--- src/rtl/intc_pkg.sv ---
package intc_pkg;

  // Strobes and values passed from control to datapath each cycle.
  typedef struct packed {
    logic       gateOpen;   // global mask permits maskable requests
    logic       loadPromo;  // load promotion register this cycle
    logic [7:0] promoVal;   // value to load
  } ctrlStrobe_t;

endpackage

--- src/rtl/intc_ctrl.sv ---
module intc_ctrl
  import intc_pkg::*;
(
  input  logic        clk,
  input  logic        rstN,
  input  logic        maskSetReq,
  input  logic        maskClrReq,
  input  logic        promoWr,
  input  logic [7:0]  promoData,
  input  logic        grantTaken,
  output ctrlStrobe_t strb,
  output logic        maskState,
  output logic        irqAck
);

  // Global mask: blocking after reset. A taken grant or a set request
  // forces blocking; a clear request permits only if neither is present.
  always_ff @(posedge clk) begin
    if (!rstN) begin
      maskState <= 1'b1;
      irqAck    <= 1'b0;
    end else begin
      if (grantTaken || maskSetReq) begin
        maskState <= 1'b1;
      end else if (maskClrReq) begin
        maskState <= 1'b0;
      end
      irqAck <= grantTaken;
    end
  end

  always_comb begin
    strb.gateOpen  = !maskState;
    strb.loadPromo = promoWr;
    strb.promoVal  = promoData;
  end

endmodule

--- src/rtl/intc_datapath.sv ---
module intc_datapath
  import intc_pkg::*;
#(
  parameter int                 NUM_SRC  = 16,
  parameter int                 VEC_W    = 16,
  parameter logic [VEC_W-1:0]   VEC_BASE = 16'hFFC0,
  parameter logic [VEC_W-1:0]   NMI_VEC  = 16'hFFFC
) (
  input  logic               clk,
  input  logic               rstN,
  input  logic [NUM_SRC-1:0] evtPulse,
  input  logic [NUM_SRC-1:0] clrStrobe,
  input  logic [NUM_SRC-1:0] localEn,
  input  logic               nmiPulse,
  input  logic               nmiClr,
  input  ctrlStrobe_t        strb,
  output logic               irqValid,
  output logic [VEC_W-1:0]   irqVector
);

  localparam int               IDX_W     = (NUM_SRC > 1) ? $clog2(NUM_SRC) : 1;
  localparam logic [VEC_W-1:0] TOP_VEC   = VEC_BASE + VEC_W'(2 * (NUM_SRC - 1));
  localparam logic [7:0]       PROMO_RST = TOP_VEC[7:0];

  logic [NUM_SRC-1:0] pendFlag;
  logic [NUM_SRC-1:0] promoHit;
  logic [NUM_SRC-1:0] eligible;
  logic               nmiFlag;
  logic [7:0]         promoReg;

  // Per-source sticky flags and promotion match decode.
  for (genvar g = 0; g < NUM_SRC; g++) begin : g_src
    localparam logic [VEC_W-1:0] SRC_VEC = VEC_BASE + VEC_W'(2 * g);

    always_ff @(posedge clk) begin
      if (!rstN) begin
        pendFlag[g] <= 1'b0;
      end else if (evtPulse[g]) begin
        pendFlag[g] <= 1'b1;
      end else if (clrStrobe[g]) begin
        pendFlag[g] <= 1'b0;
      end
    end

    assign promoHit[g] = (SRC_VEC[7:0] == promoReg);
  end

  always_ff @(posedge clk) begin
    if (!rstN) begin
      nmiFlag  <= 1'b0;
      promoReg <= PROMO_RST;
    end else begin
      if (nmiPulse) begin
        nmiFlag <= 1'b1;
      end else if (nmiClr) begin
        nmiFlag <= 1'b0;
      end
      if (strb.loadPromo) begin
        promoReg <= strb.promoVal;
      end
    end
  end

  assign eligible = pendFlag & localEn & {NUM_SRC{strb.gateOpen}};

  logic [IDX_W-1:0] defIdx;
  logic [IDX_W-1:0] promoIdx;
  logic [IDX_W-1:0] winIdx;
  logic             anyElig;
  logic             promoElig;

  // Default order: highest index (highest vector) scanned last wins.
  always_comb begin
    defIdx   = '0;
    promoIdx = '0;
    for (int i = 0; i < NUM_SRC; i++) begin
      if (eligible[i]) begin
        defIdx = IDX_W'(i);
      end
      if (eligible[i] && promoHit[i]) begin
        promoIdx = IDX_W'(i);
      end
    end
  end

  assign anyElig   = |eligible;
  assign promoElig = |(eligible & promoHit);
  assign winIdx    = promoElig ? promoIdx : defIdx;

  always_comb begin
    if (nmiFlag) begin
      irqValid  = 1'b1;
      irqVector = NMI_VEC;
    end else if (anyElig) begin
      irqValid  = 1'b1;
      irqVector = VEC_BASE + (VEC_W'(winIdx) << 1);
    end else begin
      irqValid  = 1'b0;
      irqVector = '0;
    end
  end

endmodule

--- src/rtl/prio_intc.sv ---
module prio_intc
  import intc_pkg::*;
#(
  parameter int                 NUM_SRC  = 16,
  parameter int                 VEC_W    = 16,
  parameter logic [VEC_W-1:0]   VEC_BASE = 16'hFFC0,
  parameter logic [VEC_W-1:0]   NMI_VEC  = 16'hFFFC
) (
  input  logic               clk,
  input  logic               rstN,
  input  logic [NUM_SRC-1:0] evtPulse,
  input  logic [NUM_SRC-1:0] clrStrobe,
  input  logic [NUM_SRC-1:0] localEn,
  input  logic               nmiPulse,
  input  logic               nmiClr,
  input  logic               maskSetReq,
  input  logic               maskClrReq,
  input  logic               promoWr,
  input  logic [7:0]         promoData,
  input  logic               irqTake,
  output logic               irqValid,
  output logic [VEC_W-1:0]   irqVector,
  output logic               irqAck,
  output logic               maskState
);

  ctrlStrobe_t strb;
  logic        grantTaken;

  assign grantTaken = irqTake & irqValid;

  intc_ctrl u_ctrl (
    .clk       (clk),
    .rstN      (rstN),
    .maskSetReq(maskSetReq),
    .maskClrReq(maskClrReq),
    .promoWr   (promoWr),
    .promoData (promoData),
    .grantTaken(grantTaken),
    .strb      (strb),
    .maskState (maskState),
    .irqAck    (irqAck)
  );

  intc_datapath #(
    .NUM_SRC (NUM_SRC),
    .VEC_W   (VEC_W),
    .VEC_BASE(VEC_BASE),
    .NMI_VEC (NMI_VEC)
  ) u_dp (
    .clk      (clk),
    .rstN     (rstN),
    .evtPulse (evtPulse),
    .clrStrobe(clrStrobe),
    .localEn  (localEn),
    .nmiPulse (nmiPulse),
    .nmiClr   (nmiClr),
    .strb     (strb),
    .irqValid (irqValid),
    .irqVector(irqVector)
  );

endmodule

--- config.mk ---
export PLATFORM = sky130hd
export DESIGN_NAME = prio_intc
export DESIGN_NICKNAME = d
export VERILOG_FILES = /design/src/rtl/intc_pkg.sv /design/src/rtl/intc_ctrl.sv /design/src/rtl/intc_datapath.sv /design/src/rtl/prio_intc.sv
export SDC_FILE = /design/constraint.sdc
export NUM_CORES = 1
export LEC_CHECK = 0
export ABC_AREA = 1
export BUFFER_PORTS_ARGS = -buffer_cell sky130_fd_sc_hd__buf_2
export CORE_MARGIN = 5
export CORE_UTILIZATION = 35
export CTS_CLUSTER_SIZE = 16
export DETAILED_ROUTE_END_ITERATION = 6
export PLACE_DENSITY = 0.62
export SLEW_MARGIN = 20
export SYNTH_ARGS = -nofsm -noshare
export SYNTH_HDL_FRONTEND = slang
export SYNTH_SLANG_ARGS = --single-unit
--- constraint.sdc ---
create_clock -name clk -period 1.8 [get_ports clk]
set_input_delay 0.36 -clock clk [delete_from_list [all_inputs] [get_ports clk]]
set_output_delay 0.36 -clock clk [all_outputs]
set_load 0.1 [all_outputs]
==> flow_summary.ini <==
[floorplan]
core_region_area_sq_mm = 0.00472
io_pins = 83
dieArea_sq_mm = 0.00632
rows = 25
initial_core_util = 0.358
die_w_um = 79.5
dieHeight_um = 79.5

[routing]
drt_iter0_markers = 49
totalWireLength_mm = 5.10
route.detailed.drc = 0
viasPerCell = 4.50
final_antenna_net_count = 0
vias = 1996
wl_per_cell_um = 11.5
dr.pass1.iters = 4

[worst_setup_path]
endpoint_kind = output pin
startpoint_type = register
arrival_ns = 2.07
crit_type = reg -> out
worstPathMaxFanout = 3
required_ns = 1.44

[synth]
synthArstFlopShare = 0
synth_cells = 258
synth-seq-cells = 27
syn_area_sq_mm = 0.00169
ys_seq_area_frac = 0.320
avgSynthCellArea_sq_um = 6.56
synth.largest_area_cell = dfxtp_1
ys.flop_type = dfxtp_1
synth-edff-count = 0
yosysWarnings = 0
synth_top_area_frac = 0.320
netlist-cell-type-count = 28
syn-num-nets = 322
synth_area_leaders = dfxtp_1 32%, nand2_1 12%, nor2_1 8.9%

[layout]
synthToLayoutAreaGrowth_pct = 73.6
fin_nets = 442
postLayoutCoreUtil = 0.622
layout_commonest_cell = buf_2
final_cell_mix = 66 x buf_2, 47 x buf_4, 46 x nand2_1
final_layout_size_suffix_gt1_frac = 0.536
diodes = 0
nFillCells = 420

[placed_design]
gp_congestion = 0.872
port_buffers = 81
hpwlAfterDp_mm = 3.89

[sta]
fin_crit_ns = 2.43
finalSetupTns_ns = -7.36
fin_ws_ns = -0.630
worst_hold_slack_ns = 0.253
report.final.slew_viol_count = 0
setup_viol = 15
fin_crit_sh = 1.35
rsz0062_at_grt = yes
skew_ns = 0.00758
timing.fmax_mhz = 411
hold_viol_final = 0

[cts]
h-tree-depth = 1
cts_hold_buf = 0
cts_root_buffer = clkbuf_8
cts_buffer_depth = 2
clkTransAtPathRegs_ns = 0.09
cts_sinks = 27
tritoncts = yes
cts_buffers = 3
worstSkewPairLatency_ns = 0.27

[min_path]
hold_class = in -> reg

[global_routing]
grt_usage = 0.155
grt-ovfl-total = 0
grt_pass1_vias = 1914
grt_pass1_wl_mm = 7.98
grt_max_degree = 17
antenna_found_initial = 0

[run_status]
violations = setup timing
outcome = finished with violations

[power_and_ir_drop]
irDropWorstVdd_v = 0.000323
p_per_area_mw_per_mm2 = 687
total_power_mw = 2.02
power.leakage_nw = 1.50

[job]
drv_cap = 0
==> critical path, cell delays in order (launching register included) <==
cell and delay, ns:
dfxtp_4 0.37, nor2_4 0.13, inv_4 0.06, nor3_4 0.19, nand2_1 0.07, nand2_1 0.07
nand2_1 0.08, o211ai_1 0.14, nor3_2 0.09, buf_4 0.13, buf_4 0.12, nand2_1 0.06
nand2_1 0.08, buf_12 0.19
==> through the flow <==
step	instances	area [sq um]	setup slack [ns]
after CTS	439	2790	-0.567
final	444	2940	-0.630
after detailed placement	430	2460	-0.373
after global routing	444	2940	-0.779
after floorplan	258	1760	-0.685
after global placement	430	2460	-0.384
==> state kept, by name, summed over array words and instances (netlist names) <==
register,count
u_dp.pendFlag,16
u_ctrl.irqAck,1
u_ctrl.maskState,1
u_dp.nmiFlag,1
u_dp.promoReg,8
==> cell families (layout without fill, tap and decap cells) <==
kind of cell / Yosys count / after routing / share of synthesized area
buffers and inverters: 54 / 173 / 0.153
and+or+nand+nor: 141 / 141 / 0.413
DFF: 27 / 27 / 0.320
AOI/OAI and AO/OA: 35 / 35 / 0.112
other: 1 / 1 / 0.00222
==> where the power goes <==
part / leakage, nW / total [mW] / switching, mW / internal [mW]
Sequential: 0.226 / 0.669 / 0.0326 / 0.637
Clock: 0.0228 / 0.343 / 0.184 / 0.159
Combinational: 1.25 / 1.00 / 0.638 / 0.366
==> final timing paths <==
| path | cells past startpoint | end | slack (ns) | start |
|---|---|---|---|---|
| setup / recovery | 13 | irqVector[4] | -0.63 | u_dp.promoReg[0] |
| hold / removal | 2 | u_ctrl.maskState | 0.25 | maskClrReq |
| setup reg to reg | 10 | u_ctrl.maskState | 0.07 | u_ctrl.maskState |
| hold reg to reg | 2 | u_dp.promoReg[7] | 0.47 | u_dp.promoReg[7] |
==> layout make-up <==
type	count	area [sq um]	share of cell area
clock buffers	4	45.0	0.0153
repair buffers	131	1020	0.346
inverters	38	155	0.0528
well taps	67	83.8	0.0285
flip-flops and latches	27	559	0.190
multi-input cells	177	1080	0.366
==> cells in the mapped netlist, types with 2 or more instances <==
| cell | n |
|---|---|
| a21oi_1 | 22 |
| buf_4 | 11 |
| buf_6 | 2 |
| clkbuf_1 | 3 |
| dfxtp_1 | 27 |
| inv_1 | 34 |
| inv_2 | 4 |
| nand2_1 | 55 |
| nand3_1 | 15 |
| nand3_2 | 9 |
| nand4_1 | 3 |
| nor2_1 | 40 |
| nor3_1 | 8 |
| nor3_2 | 4 |
| o21ai_0 | 8 |
==> what timing repair did <==
action | CTS | global route
setup endpoints to repair | 17 | 16
setup buffers | 5 | 6
gates cloned | 0 | 0
resized for setup | 70 | 34
pin swaps | 4 | 13
==> layer usage <==
layer / vias up / share of wire / track usage
met5: - / 0 / 0
li1: 1051 / - / -
met3: 7 / 0.067 / 0.0316
met2: 64 / 0.51 / 0.282
met4: 0 / 0.011 / 0.0378
met1: 874 / 0.42 / 0.185
No activity file was read; power rests on OpenSTA's default activity.
